[config.mk]
export PLATFORM = sky130hd
export DESIGN_NAME = brkpt_unit
export DESIGN_NICKNAME = d
export VERILOG_FILES = /design/src/rtl/brk_pkg.sv /design/src/rtl/brk_regs.sv /design/src/rtl/brk_cmp.sv /design/src/rtl/brk_seq.sv /design/src/rtl/brkpt_unit.sv
export SDC_FILE = /design/constraint.sdc
export NUM_CORES = 1
export LEC_CHECK = 0
export ABC_CLOCK_PERIOD_IN_PS = 2300
export BUFFER_PORTS_ARGS = -buffer_cell sky130_fd_sc_hd__buf_2
export CAP_MARGIN = 40
export CELL_PAD_IN_SITES_DETAIL_PLACEMENT = 0
export CELL_PAD_IN_SITES_GLOBAL_PLACEMENT = 1
export CORE_ASPECT_RATIO = 0.9
export CORE_MARGIN = 1.5
export CORE_UTILIZATION = 28
export CTS_CLUSTER_DIAMETER = 100
export DETAILED_ROUTE_END_ITERATION = 8
export GPL_TIMING_DRIVEN = 1
export HOLD_SLACK_MARGIN = 0.1
export PLACE_DENSITY = 0.8
export SYNTH_ARGS = -nofsm -noshare
export SYNTH_HDL_FRONTEND = slang
export SYNTH_SLANG_ARGS = --single-unit
[constraint.sdc]
create_clock -name clk -period 2.3 [get_ports clk]
set_clock_uncertainty 0.2 [all_clocks]
set_input_delay 0.46 -clock clk [delete_from_list [all_inputs] [get_ports clk]]
set_output_delay 0.46 -clock clk [all_outputs]
set_load 0.05 [all_outputs]
[src/rtl/brk_pkg.sv]
package brk_pkg;
  typedef enum logic [1:0] {
    ST_IDLE = 2'd0,
    ST_PEND = 2'd1,
    ST_BRK  = 2'd2
  } brk_state_e;
endpackage

[src/rtl/brk_regs.sv]
module brk_regs #(
  parameter int              ADDR_W   = 16,
  parameter int              DATA_W   = 8,
  parameter logic [ADDR_W-1:0] REG_BASE = 16'hFE0C
) (
  input  logic              clk,
  input  logic              rst_n,
  input  logic [ADDR_W-1:0] reg_addr,
  input  logic              reg_wr,
  input  logic [DATA_W-1:0] reg_wdata,
  input  logic              flag_set,
  output logic [DATA_W-1:0] reg_rdata,
  output logic [ADDR_W-1:0] brk_addr,
  output logic              en,
  output logic              flag
);
  localparam int NB     = ADDR_W / DATA_W;
  localparam int NREG   = NB + 1;
  localparam int EN_BIT = DATA_W - 1;
  localparam int FL_BIT = DATA_W - 2;

  logic [ADDR_W-1:0] off;
  logic              sel_ok;
  logic              stat_wr;

  assign off     = reg_addr - REG_BASE;
  assign sel_ok  = (off < ADDR_W'(NREG));
  assign stat_wr = reg_wr && (off == ADDR_W'(NB));

  // Byte registers: the high byte sits at the lowest offset
  for (genvar g = 0; g < NB; g++) begin : g_byte
    localparam int OFS = NB - 1 - g;
    logic [DATA_W-1:0] byte_q;
    logic [DATA_W-1:0] byte_d;

    always_comb begin
      byte_d = byte_q;
      if (reg_wr && sel_ok && (off == ADDR_W'(OFS))) begin
        byte_d = reg_wdata;
      end
    end

    always_ff @(posedge clk or negedge rst_n) begin
      if (!rst_n) begin
        byte_q <= '0;
      end else begin
        byte_q <= byte_d;
      end
    end

    assign brk_addr[g*DATA_W +: DATA_W] = byte_q;
  end

  logic en_q, en_d;
  logic flag_q, flag_d;

  always_comb begin
    en_d   = en_q;
    flag_d = flag_q;
    if (stat_wr) begin
      en_d = reg_wdata[EN_BIT];
      if (!reg_wdata[FL_BIT] || !reg_wdata[EN_BIT]) begin
        flag_d = 1'b0;
      end
    end
    if (flag_set) begin
      flag_d = 1'b1;
    end
  end

  always_ff @(posedge clk or negedge rst_n) begin
    if (!rst_n) begin
      en_q   <= 1'b0;
      flag_q <= 1'b0;
    end else begin
      en_q   <= en_d;
      flag_q <= flag_d;
    end
  end

  assign en   = en_q;
  assign flag = flag_q;

  always_comb begin
    reg_rdata = '0;
    if (sel_ok) begin
      for (int i = 0; i < NB; i++) begin
        if (off == ADDR_W'(NB - 1 - i)) begin
          reg_rdata = brk_addr[i*DATA_W +: DATA_W];
        end
      end
      if (off == ADDR_W'(NB)) begin
        reg_rdata[EN_BIT] = en_q;
        reg_rdata[FL_BIT] = flag_q;
      end
    end
  end
endmodule

[src/rtl/brk_cmp.sv]
module brk_cmp #(
  parameter int ADDR_W = 16,
  parameter int DATA_W = 8
) (
  input  logic [ADDR_W-1:0] iab,
  input  logic [ADDR_W-1:0] brk_addr,
  output logic              match
);
  localparam int NB = ADDR_W / DATA_W;

  logic [NB-1:0] byte_eq;

  // One byte-wide comparator per address byte
  for (genvar g = 0; g < NB; g++) begin : g_cmp
    assign byte_eq[g] = (iab[g*DATA_W +: DATA_W] == brk_addr[g*DATA_W +: DATA_W]);
  end

  assign match = &byte_eq;
endmodule

[src/rtl/brk_seq.sv]
module brk_seq
  import brk_pkg::*;
#(
  parameter int                ADDR_W   = 16,
  parameter int                DATA_W   = 8,
  parameter logic [DATA_W-1:0] SWI_OPC  = 8'h83,
  parameter logic [ADDR_W-1:0] VEC_USER = 16'hFFFC,
  parameter logic [ADDR_W-1:0] VEC_MON  = 16'hFEFC
) (
  input  logic              clk,
  input  logic              rst_n,
  input  logic              match,
  input  logic              en,
  input  logic              last_cyc,
  input  logic              insn_bound,
  input  logic              rti_done,
  input  logic              monitor_mode,
  input  logic              clr_in_brk_en,
  output logic              hit,
  output logic              brk_req,
  output logic              force_swi,
  output logic [DATA_W-1:0] ir_val,
  output logic [ADDR_W-1:0] vec_addr,
  output logic              tim_freeze,
  output logic              flag_clr_ok
);
  brk_state_e st_q, st_d;
  logic take_now, take_pend;

  // A new match is only accepted when no break is pending or active
  assign hit       = (st_q == ST_IDLE) && en && match;
  assign take_now  = hit && last_cyc;
  assign take_pend = (st_q == ST_PEND) && en && insn_bound;

  always_comb begin
    st_d = st_q;
    unique case (st_q)
      ST_IDLE: begin
        if (take_now) begin
          st_d = ST_BRK;
        end else if (hit) begin
          st_d = ST_PEND;
        end
      end
      ST_PEND: begin
        if (!en) begin
          st_d = ST_IDLE;
        end else if (take_pend) begin
          st_d = ST_BRK;
        end
      end
      ST_BRK: begin
        if (rti_done) begin
          st_d = ST_IDLE;
        end
      end
      default: st_d = ST_IDLE;
    endcase
  end

  always_ff @(posedge clk or negedge rst_n) begin
    if (!rst_n) begin
      st_q <= ST_IDLE;
    end else begin
      st_q <= st_d;
    end
  end

  assign brk_req     = hit || ((st_q == ST_PEND) && en);
  assign force_swi   = take_now || take_pend;
  assign ir_val      = force_swi ? SWI_OPC : '0;
  assign vec_addr    = monitor_mode ? VEC_MON : VEC_USER;
  assign tim_freeze  = (st_q == ST_BRK);
  assign flag_clr_ok = !tim_freeze || clr_in_brk_en;
endmodule

[src/rtl/brkpt_unit.sv]
module brkpt_unit #(
  parameter int                ADDR_W   = 16,
  parameter int                DATA_W   = 8,
  parameter logic [ADDR_W-1:0] REG_BASE = 16'hFE0C,
  parameter logic [DATA_W-1:0] SWI_OPC  = 8'h83,
  parameter logic [ADDR_W-1:0] VEC_USER = 16'hFFFC,
  parameter logic [ADDR_W-1:0] VEC_MON  = 16'hFEFC
) (
  input  logic              clk,
  input  logic              rst_n,
  input  logic [ADDR_W-1:0] reg_addr,
  input  logic              reg_wr,
  input  logic [DATA_W-1:0] reg_wdata,
  output logic [DATA_W-1:0] reg_rdata,
  input  logic [ADDR_W-1:0] iab,
  input  logic              last_cyc,
  input  logic              insn_bound,
  input  logic              rti_done,
  input  logic              monitor_mode,
  input  logic              clr_in_brk_en,
  output logic              brk_req,
  output logic              force_swi,
  output logic [DATA_W-1:0] ir_val,
  output logic [ADDR_W-1:0] vec_addr,
  output logic              tim_freeze,
  output logic              flag_clr_ok
);
  logic [ADDR_W-1:0] brk_addr;
  logic              en;
  logic              flag;
  logic              match;
  logic              hit;

  brk_regs #(
    .ADDR_W  (ADDR_W),
    .DATA_W  (DATA_W),
    .REG_BASE(REG_BASE)
  ) regs_i (
    .clk      (clk),
    .rst_n    (rst_n),
    .reg_addr (reg_addr),
    .reg_wr   (reg_wr),
    .reg_wdata(reg_wdata),
    .flag_set (hit),
    .reg_rdata(reg_rdata),
    .brk_addr (brk_addr),
    .en       (en),
    .flag     (flag)
  );

  brk_cmp #(
    .ADDR_W(ADDR_W),
    .DATA_W(DATA_W)
  ) cmp_i (
    .iab     (iab),
    .brk_addr(brk_addr),
    .match   (match)
  );

  brk_seq #(
    .ADDR_W  (ADDR_W),
    .DATA_W  (DATA_W),
    .SWI_OPC (SWI_OPC),
    .VEC_USER(VEC_USER),
    .VEC_MON (VEC_MON)
  ) seq_i (
    .clk          (clk),
    .rst_n        (rst_n),
    .match        (match),
    .en           (en),
    .last_cyc     (last_cyc),
    .insn_bound   (insn_bound),
    .rti_done     (rti_done),
    .monitor_mode (monitor_mode),
    .clr_in_brk_en(clr_in_brk_en),
    .hit          (hit),
    .brk_req      (brk_req),
    .force_swi    (force_swi),
    .ir_val       (ir_val),
    .vec_addr     (vec_addr),
    .tim_freeze   (tim_freeze),
    .flag_clr_ok  (flag_clr_ok)
  );
endmodule

==> flow_summary.json, run 1 <==
{
  "p_per_area_nw_per_um2": 416,
  "fmax_mhz": 376,
  "final_core_util": 0.436,
  "insertion_delay_ps": 260,
  "start_util": 0.289,
  "synth_edf_count": 0,
  "dpl.hpwl_mm": 2.62,
  "ant_nets": 0,
  "track_usage": 0.131,
  "setup_tns_ps": -3880,
  "fp.dieH_um": 69.8,
  "end_kind": "output port",
  "clk_path_buf_depth": 2,
  "setup_viol_count_final": 13,
  "async_flop_share": 1.00,
  "multi_input_area_um2": 856,
  "status": "complete, but fails checks",
  "cp.arrival_ps": 2000,
  "crit_fanout": 4,
  "place_ws_ps": -394,
  "drt-total-wl_mm": 3.26,
  "antenna_found_initial": 0,
  "vias_per_cell": 4.16,
  "violations": "setup timing",
  "root_buffer": "clkbuf_8",
  "drtIter0Drc": 51,
  "cts_tree": "done",
  "r2r_setup_slack_ps": 340,
  "timing.rr.start": "regs_i.g_byte[0].byte_q[0]",
  "grt_pass1_wl_mm": 5.55,
  "crit_start": "regs_i.g_byte[0].byte_q[0]",
  "place.gp.congestion": 0.738,
  "final_cells": 278,
  "synth_cell_type_count": 31,
  "drive_above_1_share": 0.559,
  "hold_ws_ps": 224,
  "design_area_um2": 2090,
  "die_w_um": 77.2,
  "syn_area_per_cell_um2": 10.3,
  "dpl.cell_count": 272,
  "p_leak_nw": 1.09,
  "rows": 24,
  "final_cell_mix": "buf_2, conb_1, dfrtp_1, mux2_2, buf_4",
  "drc": 0,
  "ios": 84,
  "required_ps": 1640,
  "critPathCapture": "ir_val[0]",
  "layout_commonest_cell": "buf_2",
  "vdd_drop_max_v": 0.000335,
  "power.share.switching": 0.273,
  "reg2regPathDepth": 6,
  "start_kind": "flop",
  "num-nets-final": 262,
  "dpl_cell_area_um2": 1860,
  "p_clk_frac": 0.402,
  "grt_pass1_vias": 1241,
  "timing.rr.end": "seq_i.st_q[1]",
  "cts_made_buffers": 3,
  "hp-class": "in2reg",
  "drt-wirelength-per-cell_um": 11.7,
  "pwr-share-seq": 0.403,
  "seq_area_um2": 500,
  "maxCapViolations": 0,
  "grt_start_max_net_pins": 21,
  "slew_violations": 0,
  "io_buffer_count": 63,
  "synth-seq-cells": 20,
  "criticalPathCategory": "reg2out",
  "synth_ff_type": "dfrtp_1",
  "firstDrtPassIters": 3,
  "power_mw": 0.872,
  "setup_ws_ps": -363,
  "intPower_mw": 0.634,
  "core-area_um2": 4800,
  "vias": 1156,
  "htreeDepth": 1,
  "ys_warn_count": 0,
  "ys_seq_area_frac": 0.360,
  "area_growth_pct": 50.8,
  "die_area_um2": 5390,
  "synth_area_um2": 1390,
  "clkSlewWorstSetupHoldPaths_ps": 80,
  "p_sw_mw": 0.238,
  "min_period_over_period": 1.16,
  "hold_violations": 0,
  "insertedDiodeCount": 0,
  "rsz0062_at_grt": "true",
  "cts.sinks": 20,
  "netlist_instances": 135,
  "overflow": 0,
  "fin_crit_ps": 2660,
  "fillers": 487,
  "combPwrFrac": 0.194
}
-- routing by layer --
metal  up-vias  part of all wire  GRT usage
met3         4             0.063     0.0368
met1       531              0.41      0.158
met5         -                 0          0
met4         0            0.0083     0.0242
met2        40              0.52      0.232
li1        581                 -          -
-- cell usage after synthesis (all sizes together), types with 3 or more instances --
cell type	count	area (µm²)
buf	24	178
dfrtp	20	500
mux2	17	191
mux2i	8	80.1
nor2	8	30.0
xnor2	8	70.1
xor2	8	70.1
nand4	5	31.3
inv	4	15.0
nand2	4	15.0
o21ai	4	20.0
nand2b	3	18.8
-- logic make-up after synthesis --
group	Yosys count	share of synthesized area
AOI/OAI and AO/OA	7	0.0288
xor gates and xnor gates	16	0.101
buffers and inverters	29	0.141
DFF	20	0.360
muxes	25	0.195
other	2	0.00541
and+or+nand+nor	36	0.168
-- final cells by class --
class,count,share of cell area
Multi-Input combinational cell,104,0.409
Tap cell,65,0.0388
Clock buffer,3,0.0197
Timing Repair Buffer,81,0.272
Clock inverter,1,0.0143
Sequential cell,20,0.239
Inverter,4,0.00717
-- worst min-delay path by stage --
stage / start / to / slack [ps] / cells past startpoint
global route: reg_wdata[1] / regs_i.g_byte[1].byte_q[1] / 230 / 2
detailed placement: rst_n / seq_i.st_q[1] / 240 / 1
global placement: rst_n / regs_i.g_byte[0].byte_q[5] / 240 / 1
floorplan: rst_n / regs_i.en / -40 / 0
CTS: insn_bound / seq_i.st_q[0] / 220 / 2
finish: insn_bound / seq_i.st_q[0] / 220 / 2
-- critical path, cell delays in order (launching register included) --
cell	delay [ps]
dfrtp_1	400
xor2_1	150
nor4_2	280
nand4_1	120
or3_4	380
o21ai_4	210
buf_6	190
-- sequential cells by signal, indices dropped and copies added, names as in the netlist --
name,count
regs_i.g_byte.byte_q,16
seq_i.st_q,2
regs_i.en,1
regs_i.flag,1
-- power groups by stage --
stage | Combinational, mW | Sequential, mW | Clock, mW
final | 0.169 | 0.352 | 0.351
after global routing | 0.182 | 0.352 | 0.377
after CTS | 0.169 | 0.352 | 0.358
after detailed placement | 0.164 | 0.358 | 0
after global placement | 0.163 | 0.358 | 0
after floorplan | 0.129 | 0.359 | 0
-- what timing repair did --
| item | in CTS | in global routing |
|---|---|---|
| hold buffers | 1 | 0 |
| setup endpoints to repair | 15 | 21 |
| setup buffers | 1 | 0 |
| resized for setup | 34 | 6 |
| endpoints found under the hold margin | 20 | 0 |
| pin swaps | 4 | 1 |
No activity file was read; power rests on OpenSTA's default activity.
==> run 2: changes to the inputs <==
- ABC_AREA: unset -> 1
- CORE_MARGIN: 1.5 -> 4
- CORE_UTILIZATION: 28 -> 29
- PLACE_DENSITY: 0.8 -> 0.82
==> flow_summary.json, run 2 <==
{
  "grt_start_max_net_pins": 21,
  "critPathBufInv": 4,
  "synth_edf_count": 0,
  "hold_violations": 0,
  "num-nets-final": 435,
  "top_register": "regs_i.g_byte.byte_q",
  "synth_cell_type_count": 30,
  "final_cell_mix": "nand2_1, buf_2, inv_1, buf_4, conb_1",
  "insertedDiodeCount": 0,
  "status": "complete, but fails checks",
  "io_buffer_count": 63,
  "async_flop_share": 1.00,
  "track_usage": 0.146,
  "firstDrtPassIters": 4,
  "ios": 84,
  "fmax_mhz": 417,
  "layout_commonest_cell": "nand2_1",
  "hold_ws_ps": 240,
  "netlist_instances": 291,
  "crit_fanout": 5,
  "synth.area.top_cells": "dfrtp_1, nand2_1, buf_4, inv_1, nand4_1",
  "largest_register_ffs": 16,
  "synth-seq-cells": 20,
  "end_kind": "output port",
  "grt_pass1_vias": 2007,
  "drc": 0,
  "critPathSlowestCell": "nor2_4",
  "clk_path_buf_depth": 2,
  "synth_commonest_cells": "nand2_1, inv_1, nor2_1",
  "drt-wirelength-per-cell_um": 12.4,
  "fp.dieH_um": 84.2,
  "root_buffer": "clkbuf_8",
  "slew_violations": 0,
  "area_growth_pct": 59.3,
  "synth_ff_type": "dfrtp_1",
  "place_ws_ps": -301,
  "min_period_over_period": 1.04,
  "required_ps": 1640,
  "synth_top_area_share": 0.267,
  "insertion_delay_ps": 270,
  "path_cells": "buf_2, inv_1, nand2_2, inv_2, nor2_8, nand2_2, nor2_4, nand3_2, nand2_2, nor2_4, nor2_4, buf_8",
  "rows": 27,
  "ys_warn_count": 0,
  "cts_tree": "done",
  "ys_seq_area_frac": 0.267,
  "drt-total-wl_mm": 5.85,
  "syn_area_per_cell_um2": 6.43,
  "violations": "setup timing",
  "die_area_um2": 7810,
  "setup_viol_count_final": 13,
  "hp-class": "in2reg",
  "overflow": 0,
  "crit_family": "simple AND/OR/NAND/NOR gates",
  "fillers": 618,
  "die_w_um": 92.7,
  "cts.sinks": 20,
  "p_per_area_nw_per_um2": 293,
  "grt_pass1_wl_mm": 9.28,
  "rsz0062_at_grt": "true",
  "max_stage_delay_ps": 180,
  "maxCapViolations": 0,
  "criticalPathCategory": "in2out",
  "setup_ws_ps": -96.9,
  "vias": 2059,
  "synth_most_common_cell": "nand2_1",
  "cts_made_buffers": 3,
  "start_kind": "input pin",
  "reg_top3": "regs_i.g_byte.byte_q x16, seq_i.st_q x2",
  "drtIter0Drc": 80,
  "reg2regPathDepth": 9,
  "dpl.hpwl_mm": 4.43,
  "start_util": 0.303,
  "yosys.area.top_type": "dfrtp_1",
  "ant_nets": 0,
  "worst-path-stages": 12,
  "vdd_drop_max_v": 0.000226,
  "vias_per_cell": 4.35,
  "holdPathStages": 3,
  "cp.arrival_ps": 1740,
  "core-area_um2": 6180,
  "htreeDepth": 1,
  "p_leak_nw": 1.58,
  "fin_crit_ps": 2400,
  "clkSlewWorstSetupHoldPaths_ps": 80,
  "place.gp.congestion": 0.799,
  "synth_area_um2": 1870,
  "drive_above_1_share": 0.508,
  "antenna_found_initial": 0
}
-- run 2: cell count changes in the layout (fill, tap and decap cells not counted), sizes merged, moves of 8 or more --
cell and delta:
mux2 -17, nor2 +25, nand4 +13, mux2i -8, nand3 +15, nand2 +89, inv +46, buf +19
-- run 2: worst reg2reg max path: cells and delay by family, from the launching register on --
family / cells / cell delay [ps]
simple gates: 6 / 590
flops: 1 / 410
buf+inv: 3 / 340
-- run 2: layer usage --
layer,share of wire,global-route usage
met1,0.44,0.195
met2,0.48,0.244
met3,0.067,0.0349
met4,0.0074,0.0253
met5,0,0
-- run 2: power breakdown --
part	internal (mW)	total, mW	switching, mW	leakage, nW
Clock	0.153	0.279	0.126	0.0288
Sequential	0.351	0.351	0.0000961	0.273
Combinational	0.0720	0.242	0.170	1.28
Total	0.576	0.872	0.296	1.58
-- run 2: cell families after synthesis --
kind of cell              count (synthesis)  share of synthesized area
AOI/OAI and AO/OA                        17                     0.0668
xor gates and xnor gates                  3                     0.0140
buffers and inverters                    77                      0.213
DFF                                      20                      0.267
other                                     2                    0.00401
and+or+nand+nor                         172                      0.435
-- run 2: through the flow --
step	power [mW]	utilization	setup TNS [ps]	cell area, µm²	instances
6_report	0.872	0.482	-589	2980	473
5_1_grt	0.923	0.482	-2110	2980	473
4_1_cts	0.858	0.439	-620	2720	466
3_5_place_dp	0.567	0.385	-2100	2380	447
3_3_place_gp	0.565	0.385	-1640	2380	447
2_1_floorplan	0.516	-	0	2050	309
-- run 2: repair_timing --
item | 4_1_cts | 5_1_grt
hold endpoints to repair | 20 | 0
setup buffers | 14 | 8
setup endpoints to repair | 13 | 13
pin swaps | 20 | 30
hold buffers | 1 | 0
resized for setup | 61 | 50
-- run 2: path summary, 6_finish.rpt --
path | from | to | slack, ps
max in group asynchronous | rst_n | seq_i.st_q[0] | 1050
worst max-delay path | reg_addr[4] | reg_rdata[7] | -100
worst min-delay path | reg_wdata[2] | regs_i.g_byte[1].byte_q[2] | 240
worst min register to register | regs_i.g_byte[0].byte_q[4] | regs_i.g_byte[0].byte_q[4] | 300
min in group asynchronous | rst_n | regs_i.g_byte[1].byte_q[7] | 490
worst max register to register | regs_i.g_byte[1].byte_q[2] | regs_i.flag | 710
-- run 2: area by class of cell --
type | count | area, µm² | area share
Clock buffer | 4 | 55.1 | 0.0185
Inverter | 50 | 198 | 0.0663
Timing Repair Buffer | 100 | 744 | 0.250
Tap cell | 87 | 109 | 0.0365
Sequential cell | 20 | 502 | 0.168
Multi-Input combinational cell | 212 | 1370 | 0.461
==> run 3: changes to the inputs <==
- ABC_AREA: 1 -> unset
- CORE_UTILIZATION: 29 -> 28
- PLACE_DENSITY: 0.82 -> 0.8
==> flow_summary.json, run 3 (synthesized netlist as in run 1, its figures left out) <==
{
  "num-nets-final": 264,
  "crit_family": "simple AND/OR/NAND/NOR gates",
  "dpl_cell_area_um2": 1860,
  "setup_viol_count_final": 13,
  "drc": 0,
  "overflow": 0,
  "grtUsageMet2": 0.188,
  "timing.rr.start": "regs_i.g_byte[0].byte_q[0]",
  "min_period_over_period": 1.17,
  "end_kind": "output port",
  "drtIter0Drc": 26,
  "grt_pass1_vias": 1163,
  "rows": 24,
  "top_register": "regs_i.g_byte.byte_q",
  "max_stage_delay_ps": 400,
  "htreeDepth": 1,
  "drt-wirelength-per-cell_um": 12.2,
  "track_usage": 0.112,
  "layout_commonest_cell": "buf_2",
  "r2r_setup_slack_ps": 300,
  "p_leak_nw": 1.08,
  "design_area_um2": 2070,
  "rsz0062_at_grt": "true",
  "status": "complete, but fails checks",
  "core-area_um2": 4830,
  "reg2regPathDepth": 6,
  "die_area_um2": 6150,
  "crit_fanout": 4,
  "final_core_util": 0.428,
  "grtUsageMet3": 0.0311,
  "critPathBufInv": 1,
  "final_cell_mix": "buf_2, conb_1, dfrtp_1, mux2_2, buf_4",
  "insertion_delay_ps": 250,
  "dpl.cell_count": 272,
  "critPathSlowestCell": "dfrtp_1",
  "cts_made_buffers": 3,
  "dpl.hpwl_mm": 2.81,
  "hold_start": "insn_bound",
  "firstDrtPassIters": 2,
  "drive_above_1_share": 0.556,
  "min_to": "seq_i.st_q[0]",
  "final_cells": 279,
  "gr-usage-met1": 0.149,
  "area_growth_pct": 49.1,
  "insertedDiodeCount": 0,
  "grt_pass1_wl_mm": 5.28,
  "ant_nets": 0,
  "io_buffer_count": 63,
  "grt_busiest_layer": "met2",
  "antenna_found_initial": 0,
  "fp.dieH_um": 74.8,
  "root_buffer": "clkbuf_8",
  "drt-total-wl_mm": 3.41,
  "clk_path_buf_depth": 2,
  "path_cells": "xor2_1, nor4_2, nand4_1, or3_4, o21ai_4, buf_6",
  "place_ws_ps": -391,
  "p_per_area_nw_per_um2": 359,
  "fin_crit_ps": 2690,
  "place.gp.congestion": 0.775,
  "vias": 1146,
  "criticalPathCategory": "reg2out",
  "setup_ws_ps": -389,
  "vdd_drop_max_v": 0.000362,
  "hold_violations": 0,
  "vias_per_cell": 4.11,
  "slew_violations": 0,
  "cts_tree": "done",
  "timing.rr.end": "seq_i.st_q[1]",
  "ios": 84,
  "hp-class": "in2reg",
  "cp.arrival_ps": 2030,
  "required_ps": 1640,
  "start_kind": "flop",
  "fmax_mhz": 372,
  "clkSlewWorstSetupHoldPaths_ps": 70,
  "grt_start_max_net_pins": 21,
  "reg_top3": "regs_i.g_byte.byte_q x16, seq_i.st_q x2",
  "cts.sinks": 20,
  "largest_register_ffs": 16,
  "violations": "setup timing",
  "start_util": 0.287,
  "die_w_um": 82.2,
  "holdPathStages": 2,
  "maxCapViolations": 0
}
run 3: cell types whose count changed in the layout (fill, tap and decap cells not counted), sizes merged, moves of 8 or more:
cell / change
nand2: -89
inv: -46
nor2: -25
buf: -17
mux2: +17
nand3: -15
nand4: -13
mux2i: +8
run 3: cell type report:
| class | instances | area, µm² |
|---|---|---|
| flip-flops and latches | 20 | 500 |
| well taps | 65 | 81.3 |
| repair buffers | 83 | 582 |
| clock buffers | 3 | 41.3 |
| multi-input cells | 104 | 851 |
| inverters | 4 | 15.0 |
| fillers | 489 | 2760 |
run 3: worst max-delay path by stage:
| stage | start | to | slack [ps] | depth (start not counted) |
|---|---|---|---|---|
| global placement | reg_addr[7] | reg_rdata[1] | -390 | 5 |
| detailed placement | reg_addr[7] | reg_rdata[3] | -390 | 5 |
| finish | regs_i.g_byte[0].byte_q[0] | force_swi | -390 | 6 |
| global route | regs_i.g_byte[0].byte_q[0] | force_swi | -460 | 6 |
| CTS | regs_i.g_byte[0].byte_q[0] | force_swi | -400 | 6 |
| floorplan | iab[13] | ir_val[0] | -320 | 6 |
run 3: stage by stage:
step	total power, mW	hold slack (ps)	setup TNS, ps
2_1_floorplan	0.487	-35.6	-2530
3_3_place_gp	0.521	237	-8790
5_1_grt	0.780	235	-4810
4_1_cts	0.750	226	-4100
3_5_place_dp	0.522	240	-9360
6_report	0.744	231	-3960
run 3: repair_timing:
| item | in CTS | in global routing |
|---|---|---|
| endpoints found under the setup margin | 26 | 21 |
| setup buffers | 2 | 1 |
| gates resized for setup | 35 | 3 |
| hold endpoints to repair | 20 | 0 |
| hold buffers | 1 | 0 |
| pin swaps | 4 | 1 |
| gates cloned | 0 | 0 |
run 3: where the power goes:
part | internal (mW) | leakage, nW | total [mW] | switching [mW]
sequential | 0.352 | 0.274 | 0.352 | 0.0000952
clock | 0.116 | 0.0216 | 0.224 | 0.108
combinational | 0.0500 | 0.788 | 0.168 | 0.118
total | 0.518 | 1.08 | 0.744 | 0.226
run 3: worst register-to-register path, cell delays in order (launching register included):
cell	delay [ps]
dfrtp_1	400
xor2_1	160
nor4_2	310
nand4_1	130
or3_4	380
buf_4	160
o221ai_1	180
run 3: per-layer routing:
metal,share of wire,wire length (µm),vias to the layer above
li1,-,-,584
met1,0.42,1440,520
met2,0.50,1690,40
met3,0.078,266,2
met4,0.0023,8,0
met5,0,0,-
